[config.mk]
export PLATFORM = sky130hd
export DESIGN_NAME = raster_fetch_gen
export DESIGN_NICKNAME = d
export VERILOG_FILES = /design/src/rtl/raster_pkg.sv /design/src/rtl/raster_regs.sv /design/src/rtl/raster_counter.sv /design/src/rtl/raster_fetch.sv /design/src/rtl/raster_fetch_gen.sv
export SDC_FILE = /design/constraint.sdc
export NUM_CORES = 1
export LEC_CHECK = 0
export BUFFER_PORTS_ARGS = -buffer_cell sky130_fd_sc_hd__buf_2
export CAP_MARGIN = 20
export CORE_ASPECT_RATIO = 0.8
export CORE_MARGIN = 2
export CORE_UTILIZATION = 38
export CTS_BUF_LIST = sky130_fd_sc_hd__clkbuf_2 sky130_fd_sc_hd__clkbuf_4 sky130_fd_sc_hd__clkbuf_8
export CTS_CLUSTER_DIAMETER = 50
export DETAILED_ROUTE_END_ITERATION = 12
export PLACE_DENSITY = 0.55
export SLEW_MARGIN = 25
export SYNTH_ARGS = -nofsm -noshare
export SYNTH_HDL_FRONTEND = slang
export SYNTH_SLANG_ARGS = --single-unit
[constraint.sdc]
create_clock -name clk -period 5.8 [get_ports clk]
set_clock_uncertainty 0.05 [all_clocks]
set_input_delay 0.29 -clock clk [delete_from_list [all_inputs] [get_ports clk]]
set_output_delay 0.29 -clock clk [all_outputs]
set_load 0.01 [all_outputs]
[src/rtl/raster_pkg.sv]
package raster_pkg;
    localparam int unsigned REG_HTOT   = 0;
    localparam int unsigned REG_VTOT   = 1;
    localparam int unsigned REG_HBRD   = 2;
    localparam int unsigned REG_VBRD   = 3;
    localparam int unsigned REG_HWIN   = 4;
    localparam int unsigned REG_VWIN   = 5;
    localparam int unsigned REG_WORDS  = 6;
    localparam int unsigned REG_LINES  = 7;
    localparam int unsigned REG_MOD    = 8;
    localparam int unsigned REG_BASE_L = 9;
    localparam int unsigned REG_BASE_S = 10;
    localparam int unsigned REG_SYNCW  = 11;
    localparam int unsigned REG_MODE   = 12;

    localparam int unsigned MODE_EN    = 0;
    localparam int unsigned MODE_ILACE = 1;
    localparam int unsigned MODE_HPOL  = 2;
    localparam int unsigned MODE_VPOL  = 3;

    // upper field of a packed pair register starts here
    localparam int unsigned HI_LSB = 16;

    typedef enum logic [1:0] {
        FS_IDLE  = 2'd0,
        FS_BURST = 2'd1,
        FS_HOLD  = 2'd2
    } fetch_state_e;
endpackage

[src/rtl/raster_regs.sv]
module raster_regs
    import raster_pkg::*;
#(
    parameter int HW = 10,
    parameter int VW = 10,
    parameter int AW = 22,
    parameter int DEF_HTOT = 857,
    parameter int DEF_VTOT = 524,
    parameter int DEF_HBS = 126,
    parameter int DEF_HBE = 837,
    parameter int DEF_VBS = 40,
    parameter int DEF_VBE = 444,
    parameter int DEF_HWS = 164,
    parameter int DEF_VWS = 36,
    parameter int DEF_WORDS = 319,
    parameter int DEF_LINES = 479,
    parameter int DEF_MOD = 1,
    parameter int DEF_BASE_L = 0,
    parameter int DEF_BASE_S = 320,
    parameter int DEF_HSW = 64,
    parameter int DEF_VSW = 2
) (
    input  logic          clk,
    input  logic          rst,
    input  logic          we,
    input  logic [3:0]    addr,
    input  logic [31:0]   wdata,
    input  logic          frame_end,
    output logic          en,
    output logic [HW-1:0] htot_s,
    output logic [VW-1:0] vtot_s,
    output logic [HW-1:0] hbs_s,
    output logic [HW-1:0] hbe_s,
    output logic [VW-1:0] vbs_s,
    output logic [VW-1:0] vbe_s,
    output logic [HW-1:0] hws_s,
    output logic [VW-1:0] vw1_s,
    output logic [VW-1:0] vw2_s,
    output logic [HW-1:0] words_s,
    output logic [VW-1:0] lines_s,
    output logic [HW-1:0] mod_s,
    output logic [AW-1:0] basel_s,
    output logic [AW-1:0] bases_s,
    output logic [HW-1:0] hsw_s,
    output logic [VW-1:0] vsw_s,
    output logic          ilace_s,
    output logic          hpol_s,
    output logic          vpol_s
);
    logic [HW-1:0] htot_l, hbs_l, hbe_l, hws_l, words_l, mod_l, hsw_l;
    logic [VW-1:0] vtot_l, vbs_l, vbe_l, vw1_l, vw2_l, lines_l, vsw_l;
    logic [AW-1:0] basel_l, bases_l;
    logic          ilace_l, hpol_l, vpol_l;

    // live registers written by software
    always_ff @(posedge clk) begin
        if (rst) begin
            htot_l  <= HW'(DEF_HTOT);  vtot_l  <= VW'(DEF_VTOT);
            hbs_l   <= HW'(DEF_HBS);   hbe_l   <= HW'(DEF_HBE);
            vbs_l   <= VW'(DEF_VBS);   vbe_l   <= VW'(DEF_VBE);
            hws_l   <= HW'(DEF_HWS);
            vw1_l   <= VW'(DEF_VWS);   vw2_l   <= VW'(DEF_VWS);
            words_l <= HW'(DEF_WORDS); lines_l <= VW'(DEF_LINES);
            mod_l   <= HW'(DEF_MOD);
            basel_l <= AW'(DEF_BASE_L); bases_l <= AW'(DEF_BASE_S);
            hsw_l   <= HW'(DEF_HSW);   vsw_l   <= VW'(DEF_VSW);
            en      <= 1'b0;
            ilace_l <= 1'b0; hpol_l <= 1'b0; vpol_l <= 1'b0;
        end else if (we) begin
            case (addr)
                4'(REG_HTOT):   htot_l <= wdata[HW-1:0];
                4'(REG_VTOT):   vtot_l <= wdata[VW-1:0];
                4'(REG_HBRD):   begin hbs_l <= wdata[HI_LSB +: HW]; hbe_l <= wdata[HW-1:0]; end
                4'(REG_VBRD):   begin vbs_l <= wdata[HI_LSB +: VW]; vbe_l <= wdata[VW-1:0]; end
                4'(REG_HWIN):   hws_l <= wdata[HW-1:0];
                4'(REG_VWIN):   begin vw2_l <= wdata[HI_LSB +: VW]; vw1_l <= wdata[VW-1:0]; end
                4'(REG_WORDS):  words_l <= wdata[HW-1:0];
                4'(REG_LINES):  lines_l <= wdata[VW-1:0];
                4'(REG_MOD):    mod_l <= wdata[HW-1:0];
                4'(REG_BASE_L): basel_l <= wdata[AW-1:0];
                4'(REG_BASE_S): bases_l <= wdata[AW-1:0];
                4'(REG_SYNCW):  begin vsw_l <= wdata[HI_LSB +: VW]; hsw_l <= wdata[HW-1:0]; end
                4'(REG_MODE): begin
                    en      <= wdata[MODE_EN];
                    ilace_l <= wdata[MODE_ILACE];
                    hpol_l  <= wdata[MODE_HPOL];
                    vpol_l  <= wdata[MODE_VPOL];
                end
                default: ;
            endcase
        end
    end

    // shadow copies, refreshed only on the frame boundary
    always_ff @(posedge clk) begin
        if (rst) begin
            htot_s  <= HW'(DEF_HTOT);  vtot_s  <= VW'(DEF_VTOT);
            hbs_s   <= HW'(DEF_HBS);   hbe_s   <= HW'(DEF_HBE);
            vbs_s   <= VW'(DEF_VBS);   vbe_s   <= VW'(DEF_VBE);
            hws_s   <= HW'(DEF_HWS);
            vw1_s   <= VW'(DEF_VWS);   vw2_s   <= VW'(DEF_VWS);
            words_s <= HW'(DEF_WORDS); lines_s <= VW'(DEF_LINES);
            mod_s   <= HW'(DEF_MOD);
            basel_s <= AW'(DEF_BASE_L); bases_s <= AW'(DEF_BASE_S);
            hsw_s   <= HW'(DEF_HSW);   vsw_s   <= VW'(DEF_VSW);
            ilace_s <= 1'b0; hpol_s <= 1'b0; vpol_s <= 1'b0;
        end else if (frame_end) begin
            htot_s  <= htot_l;  vtot_s  <= vtot_l;
            hbs_s   <= hbs_l;   hbe_s   <= hbe_l;
            vbs_s   <= vbs_l;   vbe_s   <= vbe_l;
            hws_s   <= hws_l;
            vw1_s   <= vw1_l;   vw2_s   <= vw2_l;
            words_s <= words_l; lines_s <= lines_l;
            mod_s   <= mod_l;
            basel_s <= basel_l; bases_s <= bases_l;
            hsw_s   <= hsw_l;   vsw_s   <= vsw_l;
            ilace_s <= ilace_l; hpol_s  <= hpol_l; vpol_s <= vpol_l;
        end
    end

    // shadows move only on a frame wrap
    p_shadow_hold_r10: assert property (@(posedge clk) disable iff (rst)
        !frame_end |=> ($stable(htot_s) && $stable(hws_s) && $stable(ilace_s) && $stable(mod_s)));
endmodule

[src/rtl/raster_counter.sv]
module raster_counter #(
    parameter int HW = 10,
    parameter int VW = 10
) (
    input  logic          clk,
    input  logic          rst,
    input  logic [HW-1:0] htot,
    input  logic [VW-1:0] vtot,
    input  logic          ilace,
    output logic [HW-1:0] hc,
    output logic [VW-1:0] vc,
    output logic          field,
    output logic          line_end,
    output logic          frame_end
);
    assign line_end  = (hc == htot);
    assign frame_end = line_end && (vc == vtot);

    always_ff @(posedge clk) begin
        if (rst) begin
            hc    <= '0;
            vc    <= '0;
            field <= 1'b0;
        end else begin
            hc <= line_end ? '0 : hc + 1'b1;
            if (line_end)
                vc <= frame_end ? '0 : vc + 1'b1;
            if (frame_end)
                field <= ilace ? ~field : 1'b0;
        end
    end

    // counters stay within their programmed totals
    p_hc_range_r1: assert property (@(posedge clk) disable iff (rst) hc <= htot && vc <= vtot);
    // a line wrap inside a frame advances the line count by one
    p_vc_step_r1: assert property (@(posedge clk) disable iff (rst)
        (line_end && !frame_end) |=> vc == $past(vc) + 1'b1);
    // field id changes only on a frame wrap
    p_field_hold_r8: assert property (@(posedge clk) disable iff (rst)
        !frame_end |=> $stable(field));
endmodule

[src/rtl/raster_fetch.sv]
module raster_fetch
    import raster_pkg::*;
#(
    parameter int HW = 10,
    parameter int AW = 22
) (
    input  logic          clk,
    input  logic          rst,
    input  logic          in_win,
    input  logic          line_end,
    input  logic          frame_end,
    input  logic          en,
    input  logic          field,
    input  logic [HW-1:0] words,
    input  logic [HW-1:0] modulo,
    input  logic [AW-1:0] base_l,
    input  logic [AW-1:0] base_s,
    output logic          stb_o,
    output logic [AW-1:0] addr_o
);
    fetch_state_e  st, st_d;
    logic [HW-1:0] wctr, wctr_d;
    logic [AW-1:0] line_base, base_d, addr_d, start_addr;
    logic          fresh, fresh_d, stb_d;

    always_ff @(posedge clk) begin
        if (rst) begin
            st        <= FS_IDLE;
            wctr      <= '0;
            line_base <= '0;
            fresh     <= 1'b1;
            stb_o     <= 1'b0;
            addr_o    <= '0;
        end else begin
            st        <= st_d;
            wctr      <= wctr_d;
            line_base <= base_d;
            fresh     <= fresh_d;
            stb_o     <= stb_d;
            addr_o    <= addr_d;
        end
    end

    always_comb begin
        st_d       = st;
        wctr_d     = wctr;
        base_d     = line_base;
        fresh_d    = fresh;
        stb_d      = 1'b0;
        addr_d     = addr_o;
        start_addr = fresh ? (field ? base_s : base_l) : line_base;
        unique case (st)
            FS_IDLE: if (in_win) begin
                stb_d   = en;
                addr_d  = start_addr;
                fresh_d = 1'b0;
                if (words == '0) begin
                    base_d = start_addr + AW'(modulo);
                    st_d   = FS_HOLD;
                end else begin
                    base_d = start_addr;
                    wctr_d = HW'(1);
                    st_d   = FS_BURST;
                end
            end
            FS_BURST: if (in_win) begin
                stb_d  = en;
                addr_d = line_base + AW'(wctr);
                if (wctr == words) begin
                    base_d = line_base + AW'(words) + AW'(modulo);
                    wctr_d = '0;
                    st_d   = FS_HOLD;
                end else begin
                    wctr_d = wctr + 1'b1;
                end
            end
            FS_HOLD: ;
            default: st_d = FS_IDLE;
        endcase
        if (line_end) begin
            st_d   = FS_IDLE;
            wctr_d = '0;
        end
        if (frame_end)
            fresh_d = 1'b1;
    end

    // a burst only runs over contiguous window positions
    p_burst_in_win_r5: assert property (@(posedge clk) disable iff (rst)
        (st == FS_BURST) |-> in_win);
endmodule

[src/rtl/raster_fetch_gen.sv]
module raster_fetch_gen
    import raster_pkg::*;
#(
    parameter int HW = 10,
    parameter int VW = 10,
    parameter int AW = 22,
    parameter int DEF_HTOT = 857,
    parameter int DEF_VTOT = 524,
    parameter int DEF_HBS = 126,
    parameter int DEF_HBE = 837,
    parameter int DEF_VBS = 40,
    parameter int DEF_VBE = 444,
    parameter int DEF_HWS = 164,
    parameter int DEF_VWS = 36,
    parameter int DEF_WORDS = 319,
    parameter int DEF_LINES = 479,
    parameter int DEF_MOD = 1,
    parameter int DEF_BASE_L = 0,
    parameter int DEF_BASE_S = 320,
    parameter int DEF_HSW = 64,
    parameter int DEF_VSW = 2
) (
    input  logic          clk,
    input  logic          rst,
    input  logic          reg_we,
    input  logic [3:0]    reg_addr,
    input  logic [31:0]   reg_wdata,
    output logic          hsync_o,
    output logic          vsync_o,
    output logic          border_o,
    output logic          pixel_o,
    output logic          field_o,
    output logic          fetch_stb_o,
    output logic [AW-1:0] fetch_addr_o
);
    logic          en, ilace_s, hpol_s, vpol_s;
    logic [HW-1:0] htot_s, hbs_s, hbe_s, hws_s, words_s, mod_s, hsw_s;
    logic [VW-1:0] vtot_s, vbs_s, vbe_s, vw1_s, vw2_s, lines_s, vsw_s;
    logic [AW-1:0] basel_s, bases_s;
    logic [HW-1:0] hc;
    logic [VW-1:0] vc;
    logic          field, line_end, frame_end;

    raster_regs #(
        .HW(HW), .VW(VW), .AW(AW),
        .DEF_HTOT(DEF_HTOT), .DEF_VTOT(DEF_VTOT),
        .DEF_HBS(DEF_HBS), .DEF_HBE(DEF_HBE), .DEF_VBS(DEF_VBS), .DEF_VBE(DEF_VBE),
        .DEF_HWS(DEF_HWS), .DEF_VWS(DEF_VWS), .DEF_WORDS(DEF_WORDS), .DEF_LINES(DEF_LINES),
        .DEF_MOD(DEF_MOD), .DEF_BASE_L(DEF_BASE_L), .DEF_BASE_S(DEF_BASE_S),
        .DEF_HSW(DEF_HSW), .DEF_VSW(DEF_VSW)
    ) u_regs (
        .clk(clk), .rst(rst), .we(reg_we), .addr(reg_addr), .wdata(reg_wdata),
        .frame_end(frame_end), .en(en),
        .htot_s(htot_s), .vtot_s(vtot_s), .hbs_s(hbs_s), .hbe_s(hbe_s),
        .vbs_s(vbs_s), .vbe_s(vbe_s), .hws_s(hws_s), .vw1_s(vw1_s), .vw2_s(vw2_s),
        .words_s(words_s), .lines_s(lines_s), .mod_s(mod_s),
        .basel_s(basel_s), .bases_s(bases_s), .hsw_s(hsw_s), .vsw_s(vsw_s),
        .ilace_s(ilace_s), .hpol_s(hpol_s), .vpol_s(vpol_s)
    );

    raster_counter #(.HW(HW), .VW(VW)) u_cnt (
        .clk(clk), .rst(rst), .htot(htot_s), .vtot(vtot_s), .ilace(ilace_s),
        .hc(hc), .vc(vc), .field(field), .line_end(line_end), .frame_end(frame_end)
    );

    // window and border comparators
    logic [HW:0]   h_win_end;
    logic [VW:0]   v_win_end;
    logic [VW-1:0] v_start;
    logic          in_win, in_bord;

    always_comb begin
        v_start   = field ? vw2_s : vw1_s;
        h_win_end = {1'b0, hws_s} + {1'b0, words_s} + 1'b1;
        v_win_end = {1'b0, v_start} + {1'b0, lines_s} + 1'b1;
        in_win    = (hc >= hws_s) && ({1'b0, hc} < h_win_end) &&
                    (vc >= v_start) && ({1'b0, vc} < v_win_end);
        in_bord   = (hc >= hbs_s) && (hc < hbe_s) && (vc >= vbs_s) && (vc < vbe_s);
    end

    raster_fetch #(.HW(HW), .AW(AW)) u_fetch (
        .clk(clk), .rst(rst), .in_win(in_win), .line_end(line_end),
        .frame_end(frame_end), .en(en), .field(field),
        .words(words_s), .modulo(mod_s), .base_l(basel_s), .base_s(bases_s),
        .stb_o(fetch_stb_o), .addr_o(fetch_addr_o)
    );

    always_ff @(posedge clk) begin
        if (rst) begin
            hsync_o  <= 1'b0;
            vsync_o  <= 1'b0;
            border_o <= 1'b0;
            pixel_o  <= 1'b0;
            field_o  <= 1'b0;
        end else begin
            hsync_o  <= (hc < hsw_s) ^ hpol_s;
            vsync_o  <= (vc < vsw_s) ^ vpol_s;
            border_o <= en && in_bord && !in_win;
            pixel_o  <= en && in_win;
            field_o  <= field;
        end
    end

    // comparator window and fetch machine agree word for word
    p_pix_stb_r5: assert property (@(posedge clk) disable iff (rst) pixel_o == fetch_stb_o);
endmodule

# --- Word-level counts from Yosys, hierarchy flattened ---
# Cells that the tools add are included.
# W data, S select, Z words.
totals:
  regBits: 459
  wordCells: 161
op_classes:
  n_addsub: 11
  magnitude_cmp: 10
  n_eq_ne: 21
  mux: 23
  bitwise: 6
  reduce_logical: 37
ops:
  columns: ["op", "count"]
  rows:
  - ["$mux W22", 8]
  - ["$add A22 B10 Y22", 4]
  - ["$pmux W22 S2", 2]
  - ["$mux W10", 6]
  - ["$ge A10 B10 Y1", 4]
  - ["$lt A10 B10 Y1", 4]
  - ["$add A10 B1 Y10 const B", 3]
  - ["$eq A10 B10 Y1", 3]
  - ["$reduce_and A2 Y1", 14]
  - ["$add A10 B10 Y11", 2]
  - ["$add A11 B1 Y11 const B", 2]
  - ["$lt A10 B11 Y1", 2]
  - ["$eq A4 B4 Y1 const B", 5]
  - ["$pmux W10 S2", 1]
  - ["$eq A4 B3 Y1 const B", 4]
  - ["$reduce_and A4 Y1", 3]
  - ["$logic_and A1 B1 Y1", 10]
  - ["$logic_not A10 Y1", 1]
  - ["$eq A4 B2 Y1 const B", 2]
  - ["$mux W2", 4]
  - ["$ne A2 B2 Y1 const B", 3]
  - ["$pmux W2 S3", 1]
  - ["$reduce_or A2 Y1", 3]
  - ["$eq A4 B1 Y1 const B", 1]
  - ["12 further kinds", 16]

# --- Depth between registers and ports, before layout ---
# Gate-level depths: netlist (run 1).
depth:
  depth_word: 8
  ltp_mapped: 24

# --- Cells and area by module ---
# A second synthesis (run 1) with hierarchy kept.
unflattened:
  hier_cells: 2587
  area_unflattened_um2: 23747.8
by_module_without_submodules:
  columns: ["mod", "instances", "cells_each", "area_each_um2", "seq_area_each_um2"]
  rows:
  - ["raster_regs", 1, 1357, 13863.3, 7507.2]
  - ["raster_fetch", 1, 659, 5312.6, 1161.1]
  - ["raster_fetch_gen", 1, 440, 3432.0, 100.1]
  - ["raster_counter", 1, 131, 1139.8, 420.4]

# --- Worst setup path before layout (run 1) ---
# OpenSTA, ideal clock, no wires.
synth_timing:
  kind: "reg2reg"
  from: "register u_cnt.field"
  to: "register u_fetch.line_base[12]"
  setup_time_ns: 0.074
  t_arrival_ns: 5.306
  required_time_ns: 5.676
  slack_ns: 0.369
  stages_incl_launch_ff: 23
  n_path_buf: 4
  synth_period_minus_slack_ns: 5.431
  path_cell_list: "dfxtp_1 buf_6 buf_4 buf_1 clkbuf_1 mux2i_1 inv_1 ha_1 nor2b_1 o21ai_0 a21oi_1 o21ai_0 nand2b_1 a31o_2 xnor2_1 ha_1 a21o_1 a21o_1 a211oi_2 o32ai_4 or3_4 or4_1 a31oi_1"
synth_via:
  elab_chain_cells: 7
synth_lines:
  columns: ["item", "line_no", "text"]
  rows:
  - ["start, declared", "raster_counter.sv:12", "output logic field,"]
  - ["start signal, assigned", "raster_counter.sv:29", "field <= ilace ? ~field : 1'b0;"]
  - ["$mux W10", "raster_fetch_gen.sv:73", "v_start = field ? vw2_s : vw1_s;"]
  - ["$add A10 B10 Y11", "raster_fetch_gen.sv:75", "v_win_end = {1'b0, v_start} + {1'b0, lines_s} + 1'b1;"]
  - ["$add A11 B1 Y11", "raster_fetch_gen.sv:75", null]
  - ["$lt A10 B11 Y1", "raster_fetch_gen.sv:77", "(vc >= v_start) && ({1'b0, vc} < v_win_end);"]
  - ["$logic_and A1 B1 Y1", "raster_fetch_gen.sv:77", null]
  - ["$ne A2 B2 Y1 (no source line)", null, null]
  - ["$reduce_and A4 Y1 (no source line)", null, null]
  - ["end signal, assigned", "raster_fetch.sv:37", "line_base <= base_d;"]
  - ["end, declared", "raster_fetch.sv:23", "logic [AW-1:0] line_base, base_d, addr_d, start_addr;"]
# Parallel ways exist; a longest one is shown, timed or not. The select of a mux whose other input is x is not followed.
# A chain may end at the register's enable or synchronous reset.

# --- Final worst setup path (run 1) ---
layout_timing:
  from: "register u_cnt.field"
  to: "register u_fetch.line_base[14]"
# Same word-level chain as after synthesis.

==> results of run 1 <==
through the flow:
| stage | cells | instance area, um^2 | hold WS (ps) | worst slack, ps |
|---|---|---|---|---|
| 6_report | 3722 | 25600 | 37.7 | 895 |
| 5_1_grt | 3720 | 25600 | 15.7 | 592 |
| 4_1_cts | 3719 | 25600 | 2.36 | 851 |
| 3_5_place_dp | 3557 | 23600 | 392 | 903 |
| 3_3_place_gp | 3557 | 23600 | 386 | 910 |
| 2_1_floorplan | 2853 | 22700 | 364 | 369 |
registers in the layout (all words and copies together), names as in the netlist, 22 cells and up:
register	flops
u_fetch.addr_o	22
u_regs.bases_l	22
u_regs.basel_l	22
u_fetch.line_base	22
u_regs.bases_s	22
u_regs.basel_s	22
synthesized netlist by cell type, types with 6 or more instances:
cell | instances | share of area (%)
nand4_1 | 13 | 0.36
nor2_1 | 134 | 2.2
a32o_1 | 6 | 0.26
nor3_1 | 20 | 0.44
nor2b_1 | 17 | 0.47
nand3_1 | 96 | 2.1
o21a_1 | 18 | 0.60
a21o_1 | 33 | 1.1
ha_1 | 147 | 8.1
clkbuf_1 | 136 | 2.2
o211ai_1 | 49 | 1.6
a311oi_1 | 7 | 0.27
o311ai_0 | 6 | 0.23
nor3b_1 | 9 | 0.30
or3_1 | 8 | 0.22
inv_1 | 108 | 1.8
fa_1 | 15 | 1.3
nor4_1 | 8 | 0.22
dfxtp_1 | 459 | 40
buf_1 | 8 | 0.13
a21oi_1 | 349 | 7.7
and2_1 | 9 | 0.25
mux2i_1 | 71 | 3.1
and3_1 | 11 | 0.30
a211oi_1 | 30 | 0.99
nand2_1 | 765 | 13
o22ai_1 | 15 | 0.41
xor2_1 | 34 | 1.3
xnor2_1 | 58 | 2.2
nand2b_1 | 23 | 0.63
buf_2 | 19 | 0.42
o21ai_0 | 80 | 1.8
what timing repair did:
action / in CTS / in global routing
gates resized for setup: 0 / 0
buffers inserted: 0 / 0
hold endpoints to repair: 76 / 0
hold buffers: 17 / 0
kinds of logic after synthesis:
family,Yosys count
AND/OR/NAND/NOR,1141
XOR/XNOR,92
multiplexers,76
adder cells (fa/ha/maj),162
AO/OA/AOI/OAI,649
flip-flops,459
buffers and inverters,274
worst reg2reg max path: cells and delay by family (launching register included):
kind | cells | cell delay, ps
adder cells (fa/ha/maj) | 2 | 610
AND/OR/NAND/NOR | 3 | 1100
flip-flops | 1 | 330
multiplexers | 1 | 340
XOR/XNOR | 1 | 130
AO/OA/AOI/OAI | 9 | 1920
buffers and inverters | 2 | 310
final timing paths:
| kind | start | endpoint | depth (start not counted) |
|---|---|---|---|
| max | u_cnt.field | u_fetch.line_base[14] | 18 |
| min | reg_wdata[9] | u_regs.vbe_l[9] | 3 |
| max reg2reg | u_cnt.field | u_fetch.line_base[14] | 18 |
| min reg2reg | u_regs.vpol_l | u_regs.vpol_s | 2 |
routing by layer:
layer	vias up	track usage (%)	routed length [um]
li1	9771	-	-
met5	-	0	37
met4	6	5.65	1370
met3	103	4.41	4380
met1	9504	32.0	34000
met2	547	32.8	28900
cell type report:
cell class              instances  area, um^2
flip-flops and latches        459        9190
well taps                     779         975
diodes                          3        7.51
clock buffers                 132        1670
fillers                      5899       33700
clock inverters                13         158
inverters                     108         408
multi-input cells            2120       12500
repair buffers                108         726
power groups by stage:
stage | Sequential (mW) | Clock [mW] | Combinational (mW)
global route | 3.19 | 3.54 | 0.218
CTS | 3.19 | 3.40 | 0.201
global placement | 3.26 | 0 | 0.190
detailed placement | 3.26 | 0 | 0.192
finish | 3.19 | 3.33 | 0.201
floorplan | 3.25 | 0 | 0.110
==> qor.txt, run 1 <==
min cycle time layout: 4900 ps
Synth Area per Inst: 7.95 um^2
status: finished clean
commonest non-fill, non-tap cell in the layout: nand2_1
clock group share of total power: 49.5%
FP Rows: 80
RSZ-0062 raised after global routing: no
Comb pwr share: 3.0%
cell-internal power: 5.15 mW
core area: 59400 um^2
later-pin clock latency in the skew report: 690 ps
CTS tree: done
drt first-iter violations: 1885
fraction of registers with async set/reset: 0%
first-pass GRT wire length: 107000 um
grt ovf: 0
EDFF count, synth: 0
final core occ: 43.2%
max_cap viols: 0
Clock Sink Count: 459
Slowest-stage cell, CP: or4_1
CP max FO: 16
post-synthesis mux area share: 3.39%
Root Buffer: clkbuf_8
post-synthesis compound-gate area fraction: 17.2%
total power draw: 6.73 mW
dpl hpwl: 45400 um
post-route setup TNS: 0 ps
Die Height: 223 um
largest family of logic cells by synthesized area: simple AND/OR/NAND/NOR gates
H-tree levels: 3
routed wire length per instance: 18.5 um
drc violations: 0
Yosys cell types: 78
Pleak: 10.1 nW
post-route clock period utilization: 84.6%
drt pass-1 iters: 5
Net Switching: 1.58 mW
GRT Total Usage: 21.9%
layout cells sized above 1: 9.25%
Placer Congestion: 0.889
endpoint class of the critical path: register
number of synthesis warnings: 0
Net Sw Frac: 23.4%
vias in the first global route: 18600
Post-Syn Nets: 3054
Simple-Gate Fraction of Synth Area: 21.3%
register bit total from synthesis: 459
crit path launch type: register
Die W: 277 um
CTS max path bufs: 3
worst hold path type: in2reg
post-synthesis xor/xnor area fraction: 3.55%
PD cells: 263 nW/um^2
Clock transition at path regs: 60 ps
Post-Synth Adder-Cell Area: 9.43%
synthesis-to-finish area growth: 12.9%
fin nets: 3081
initial antenna violation count: 6
I/O pin total: 67
Via-to-Cell Ratio: 5.35
post-route ant nets: 0
kind of critical path: reg2reg
most frequent cells in the layout: 764 x nand2_1, 458 x dfxtp_1, 349 x a21oi_1
Total Wirelength: 68700 um
final-report max-slew violation count: 0
die area: 61700 um^2
DR vias: 19900
Synth Instances: 2853
Crit path required time: 6330 ps
port buffer count: 60
Arrival @ worst endpoint: 5430 ps
VDD IR max: 167 uV
final setup violation count: 0
Post-Synthesis Cell Area: 22700 um^2
critical path cell sequence: buf_4 -> mux2i_1 -> inv_1 -> ha_1 -> o21ai_0 -> a21oi_1 -> o21ai_0 -> nand2b_1 -> a31o_2 -> xnor2_1 -> ha_1 -> a21o_1 -> a21o_1 -> a211oi_2 -> o32ai_4 -> or3_4 -> or4_1 -> a31oi_1
sequential power share: 47.5%
Buf/Inv on CP: 2
Seq/Total Area, Yosys: 40.5%
internal reg-to-reg setup slack: 900 ps
Hold Vio Cnt, Final: 0
ys flop type: dfxtp_1
worst slew pin tran: 1110 ps
Max Fclk: 0.204 GHz
Slew headroom: 25.2%
CTS Buf Count: 83
largest net degree at the start of global routing: 109
Top delay family on crit path: compound AO/OA/AOI/OAI gates
Largest stage delay, worst path: 520 ps
Initial Utilization: 38.2%
(Power assumes the default switching activity.)
==> run 2: changes to the inputs <==
--- a/config.mk
+++ b/config.mk
@@ -13,7 +13,7 @@
 export CTS_BUF_LIST = sky130_fd_sc_hd__clkbuf_2 sky130_fd_sc_hd__clkbuf_4 sky130_fd_sc_hd__clkbuf_8
 export CTS_CLUSTER_DIAMETER = 50
 export DETAILED_ROUTE_END_ITERATION = 12
-export PLACE_DENSITY = 0.55
+export PLACE_DENSITY = 0.53
 export SLEW_MARGIN = 25
 export SYNTH_ARGS = -nofsm -noshare
 export SYNTH_HDL_FRONTEND = slang
==> constraint.sdc (replaced) <==
create_clock -name clk -period 4.92 [get_ports clk]
set_clock_uncertainty 0.05 [all_clocks]
set_input_delay 0.246 -clock clk [delete_from_list [all_inputs] [get_ports clk]]
set_output_delay 0.246 -clock clk [all_outputs]
set_load 0.01 [all_outputs]
==> qor.txt, run 2 (synthesized netlist as in run 1, its figures left out) <==
status: finished clean
post-route ant nets: 0 (unchanged)
die area: 61700 um^2 (unchanged)
Comb pwr share: 3.1% (about the same)
Slew headroom: 30.8% (+5.6 points)
fin nets: 3097 (+0.52%)
largest net degree at the start of global routing: 153 (+40%)
CTS Buf Count: 78 (-6.0%)
DR vias: 19900 (-0.38%)
min cycle time layout: 4610 ps (-296 ps)
sequential power share: 48.4% (+0.9 points)
Crit path required time: 5460 ps (-870 ps)
vias in the first global route: 18600 (-0.048%)
fin cells: 3735 (+0.35%)
post-route setup TNS: 0 ps (unchanged)
drt pass-1 iters: 7 (+2)
Worst Reg-to-Reg Cells: 19 (+1)
Net Sw Frac: 23.7% (+0.24 points)
core area: 59400 um^2 (unchanged)
Clock transition at path regs: 60 ps (about the same)
worst hold path type: in2reg
worst slew pin tran: 1040 ps (-78.6 ps)
VDD IR max: 182 uV (+9.1%)
final core occ: 43.3% (+0.17 points)
later-pin clock latency in the skew report: 690 ps (about the same)
FP Rows: 80 (unchanged)
CTS tree: done
Largest stage delay, worst path: 510 ps (about the same)
Die Height: 223 um (unchanged)
CTS max path bufs: 3 (unchanged)
commonest non-fill, non-tap cell in the layout: nand2_1
Initial Utilization: 38.2% (unchanged)
synthesis-to-finish area growth: 13.3%
final-report max-slew violation count: 0 (unchanged)
Net Switching: 1.84 mW (+17%)
max_cap viols: 0 (unchanged)
hold-critical path depth: 3 (unchanged)
Final Hold Slack: 39.9 ps (+2.23 ps)
most frequent cells in the layout: 764 x nand2_1, 458 x dfxtp_1, 349 x a21oi_1
routed wire length per instance: 18.9 um (+2.3%)
Clock Sink Count: 459 (unchanged)
initial antenna violation count: 5 (-1)
critical path cell sequence: buf_4 -> mux2i_2 -> ha_1 -> nor2b_1 -> o21ai_0 -> a21oi_1 -> o21ai_0 -> nand2b_1 -> a31o_2 -> nand4b_1 -> nor3b_1 -> ha_1 -> nand4_1 -> a21oi_1 -> a211oi_4 -> o32ai_4 -> or3_4 -> or4_1 -> a31oi_1
CP max FO: 9 (-7)
drt first-iter violations: 1600 (-15%)
Hold Vio Cnt, Final: 0 (unchanged)
post-route clock period utilization: 93.7% (+9.1 points)
Root Buffer: clkbuf_8
drc violations: 0 (unchanged)
cell-internal power: 5.93 mW (+15%)
Placer Congestion: 0.855 (-3.9%)
Via-to-Cell Ratio: 5.32 (-0.72%)
H-tree levels: 3 (unchanged)
placed insts: 3570 (+0.37%)
final setup violation count: 0 (unchanged)
crit path launch type: register
Total Wirelength: 70500 um (+2.7%)
layout cells sized above 1: 9.64% (+0.39 points)
dpl hpwl: 46600 um (+2.7%)
endpoint class of the critical path: register
Pleak: 10.2 nW (+0.68%)
grt ovf: 0 (unchanged)
clock group share of total power: 48.4% (-1.1 points)
I/O pin total: 67 (unchanged)
Max Fclk: 0.217 GHz (+6.4%)
Arrival @ worst endpoint: 5150 ps (-280 ps)
RSZ-0062 raised after global routing: no
first-pass GRT wire length: 109000 um (+1.9%)
GRT Total Usage: 22.6% (+0.70 points)
Die W: 277 um (unchanged)
PD cells: 302 nW/um^2 (+15%)
port buffer count: 60 (unchanged)
kind of critical path: reg2reg
Slowest-stage cell, CP: or4_1
-- run 2: changes by cell type in the layout (fill, tap and decap cells not counted), sizes merged --
cell / previous run / this run
diode: 3 / 1
clkinvlp: 0 / 2
clkbuf: 132 / 125
buf: 91 / 106
inv: 111 / 112
dlygate4sd3: 17 / 23
clkinv: 8 / 6
-- run 2: metal layers --
layer	track usage, %	up-vias	routed length, um
li1	-	9797	-
met4	5.35	6	1280
met5	0	-	29
met2	33.1	502	29200
met1	33.2	9451	35100
met3	5.51	100	5030
-- run 2: repair_timing --
| item | 4_1_cts | 5_1_grt |
|---|---|---|
| endpoints found under the hold margin | 93 | 0 |
| resized for setup | 0 | 6 |
| setup buffers | 0 | 2 |
| setup endpoints to repair | 0 | 19 |
| hold buffers | 23 | 0 |
-- run 2: final cells by class --
cell class / instances / area, um^2
clock buffers: 125 / 1560
multi-input cells: 2120 / 12500
fillers: 5965 / 33600
inverters: 108 / 408
well taps: 779 / 975
repair buffers: 129 / 927
clock inverters: 14 / 149
flip-flops and latches: 459 / 9190
diodes: 1 / 2.50
-- run 2: final timing paths --
| check | startpoint | to | slack (ps) |
|---|---|---|---|
| hold / removal | reg_wdata[4] | u_regs.basel_l[4] | 40 |
| setup reg to reg | u_cnt.field | u_fetch.line_base[14] | 310 |
| hold reg to reg | u_regs.mod_l[7] | u_regs.mod_s[7] | 400 |
| setup / recovery | u_cnt.field | u_fetch.line_base[14] | 310 |
-- run 2: through the flow --
stage               total power [mW]  setup WS [ps]  instance area [um^2]
floorplan                       3.97           3.05                 22700
global placement                4.06            307                 23700
detailed placement              4.07            281                 23700
CTS                             7.86            255                 25700
global route                    8.04           5.94                 25700
finish                          7.77            311                 25700
-- run 2: power groups by stage --
stage	registers (mW)	logic (mW)	clock network, mW
after CTS	3.76	0.245	3.85
after floorplan	3.84	0.130	0
after detailed placement	3.84	0.230	0
after global placement	3.84	0.225	0
after global routing	3.76	0.264	4.01
final	3.76	0.244	3.76
-- run 2: critical path, delay by kind of cell (launching register included) --
family                     cells  cell delay (ps)
DFF                            1              370
and+or+nand+nor                7             1560
muxes                          1              260
AOI/OAI and AO/OA              8             1490
adders and majority gates      2              560
buffers and inverters          1              230
==> run 3: changes to the inputs <==
--- a/config.mk
+++ b/config.mk
@@ -13,7 +13,6 @@
 export CTS_BUF_LIST = sky130_fd_sc_hd__clkbuf_2 sky130_fd_sc_hd__clkbuf_4 sky130_fd_sc_hd__clkbuf_8
 export CTS_CLUSTER_DIAMETER = 50
 export DETAILED_ROUTE_END_ITERATION = 12
-export PLACE_DENSITY = 0.53
 export SLEW_MARGIN = 25
 export SYNTH_ARGS = -nofsm -noshare
 export SYNTH_HDL_FRONTEND = slang
==> qor.txt, run 3 (synthesized netlist as in run 1, its figures left out) <==
status: finished clean
fin cells: 3750 (+0.40%)
I/O pin total: 67 (unchanged)
crit path launch type: register
fin nets: 3103 (+0.19%)
worst hold path type: in2reg
H-tree levels: 3 (unchanged)
PnR worst setup slack: 281 ps (-30.6 ps)
Post-CTS Setup Bufs: 0 (unchanged)
FP Rows: 80 (unchanged)
Pleak: 10.3 nW (+0.79%)
Crit path required time: 5480 ps (+20 ps)
VDD IR max: 125 uV (-32%)
Max Fclk: 0.216 GHz (-0.66%)
vias in the first global route: 19000 (+2.0%)
min cycle time layout: 4640 ps (+30.6 ps)
CTS tree: done
drt first-iter violations: 1581 (-1.2%)
Total Wirelength: 68100 um (-3.4%)
Slew headroom: 27.3% (-3.4 points)
max_cap viols: 0 (unchanged)
Initial Utilization: 38.2% (unchanged)
post-route ant nets: 0 (unchanged)
die area: 61700 um^2 (unchanged)
met1 Usage GRT: 30.8% (-2.4 points)
Clock Sink Count: 459 (unchanged)
drt pass-1 iters: 5 (-2)
Die W: 277 um (unchanged)
CP max FO: 27 (+18)
GRT Total Usage: 21.7% (-0.91 points)
largest net degree at the start of global routing: 135 (-12%)
Die Height: 223 um (unchanged)
Via-to-Cell Ratio: 5.35 (+0.56%)
post-route clock period utilization: 94.3% (+0.62 points)
DP Area: 23700 um^2 (about the same)
grt ovf: 0 (unchanged)
RSZ-0062 raised after global routing: no
met3 Resource Use GR: 5.03% (-0.48 points)
layout cells sized above 1: 9.88% (+0.23 points)
final-report max-slew violation count: 0 (unchanged)
Arrival @ worst endpoint: 5200 ps (+50 ps)
pre-CTS WS: 266 ps (-15.2 ps)
core area: 59400 um^2 (unchanged)
routed wire length per instance: 18.2 um (-3.8%)
PD cells: 309 nW/um^2 (+2.3%)
Placer Congestion: 0.886 (+3.7%)
endpoint class of the critical path: register
commonest non-fill, non-tap cell in the layout: nand2_1
initial antenna violation count: 6 (+1)
CTS Buf Count: 82 (+5.1%)
GR Util met2: 32.5% (-0.64 points)
Hold Vio Cnt, Final: 0 (unchanged)
port buffer count: 60 (unchanged)
drc violations: 0 (unchanged)
Clock transition at path regs: 60 ps (about the same)
CTS max path bufs: 3 (unchanged)
synthesis-to-finish area growth: 14.2%
DR vias: 20000 (+0.97%)
first-pass GRT wire length: 106000 um (-2.3%)
Root Buffer: clkbuf_8
most frequent cells in the layout: 764 x nand2_1, 458 x dfxtp_1, 349 x a21oi_1
later-pin clock latency in the skew report: 700 ps (about the same)
post-route setup TNS: 0 ps (unchanged)
final setup violation count: 0 (unchanged)
busiest layer in global routing: met2
dpl hpwl: 45400 um (-2.6%)
placed insts: 3571 (+0.028%)
kind of critical path: reg2reg
worst slew pin tran: 1090 ps (+52.7 ps)
Design Area, Final: 25900 um^2 (+0.76%)
run 3: cell count changes in the layout (fill, tap and decap cells not counted), sizes merged:
cell	previous run	this run
buf	106	105
clkinvlp	2	3
bufinv	2	4
clkbuf	125	130
diode	1	4
dlygate4sd3	23	26
clkinv	6	8
run 3: path summary, 6_finish.rpt:
check | from | endpoint | slack, ps | depth (start not counted)
min reg2reg | u_regs.hsw_l[9] | u_regs.hsw_s[9] | 380 | 2
min | reg_wdata[2] | u_regs.mod_l[2] | 50 | 3
max | u_cnt.field | u_fetch.addr_o[9] | 280 | 19
max reg2reg | u_cnt.field | u_fetch.addr_o[9] | 280 | 19
run 3: area by class of cell:
cell class / instances / area, um^2
Fill cell: 5817 / 33400
Sequential cell: 459 / 9190
Multi-Input combinational cell: 2120 / 12500
Clock buffer: 130 / 1610
Tap cell: 779 / 975
Clock inverter: 19 / 262
Antenna cell: 4 / 10.0
Inverter: 108 / 408
Timing Repair Buffer: 131 / 971
run 3: stage by stage:
stage | power [mW] | util (%) | hold WS, ps
after floorplan | 3.97 | - | 320
after global placement | 4.06 | 40.0 | 385
after detailed placement | 4.07 | 40.0 | 394
after CTS | 8.08 | 43.6 | 19.1
after global routing | 8.26 | 43.7 | 54.3
final | 8.01 | 43.7 | 45.7
run 3: power by group:
part | leakage (nW) | switching, mW | total (mW) | internal, mW
Clock | 0.982 | 1.68 | 4.00 | 2.32
Sequential | 3.71 | 0.0145 | 3.76 | 3.74
Combinational | 5.57 | 0.181 | 0.249 | 0.0690
Total | 10.3 | 1.88 | 8.01 | 6.13
run 3: layer usage:
metal	share of wire, %	vias up
met2	43	567
met5	0.041	-
met1	48	9529
li1	-	9824
met4	2.5	4
met3	6.7	124
run 3: what timing repair did:
action / CTS / global route
setup endpoints to repair: 0 / 3
gates resized for setup: 0 / 2
hold buffers: 26 / 0
hold endpoints to repair: 129 / 0
run 3: worst max-delay path: stages, from the launching register on:
cell	delay, ps
dfxtp_2	460
mux2i_2	250
inv_1	70
ha_1	260
nor2b_1	120
o21ai_0	210
a21oi_1	130
o21ai_0	180
nand2b_1	110
a31o_2	290
xnor2_1	130
ha_1	290
a21o_1	190
a21o_1	200
a211oi_4	320
o32ai_4	160
buf_4	270
or2_2	380
o41a_1	410
nor2_1	80
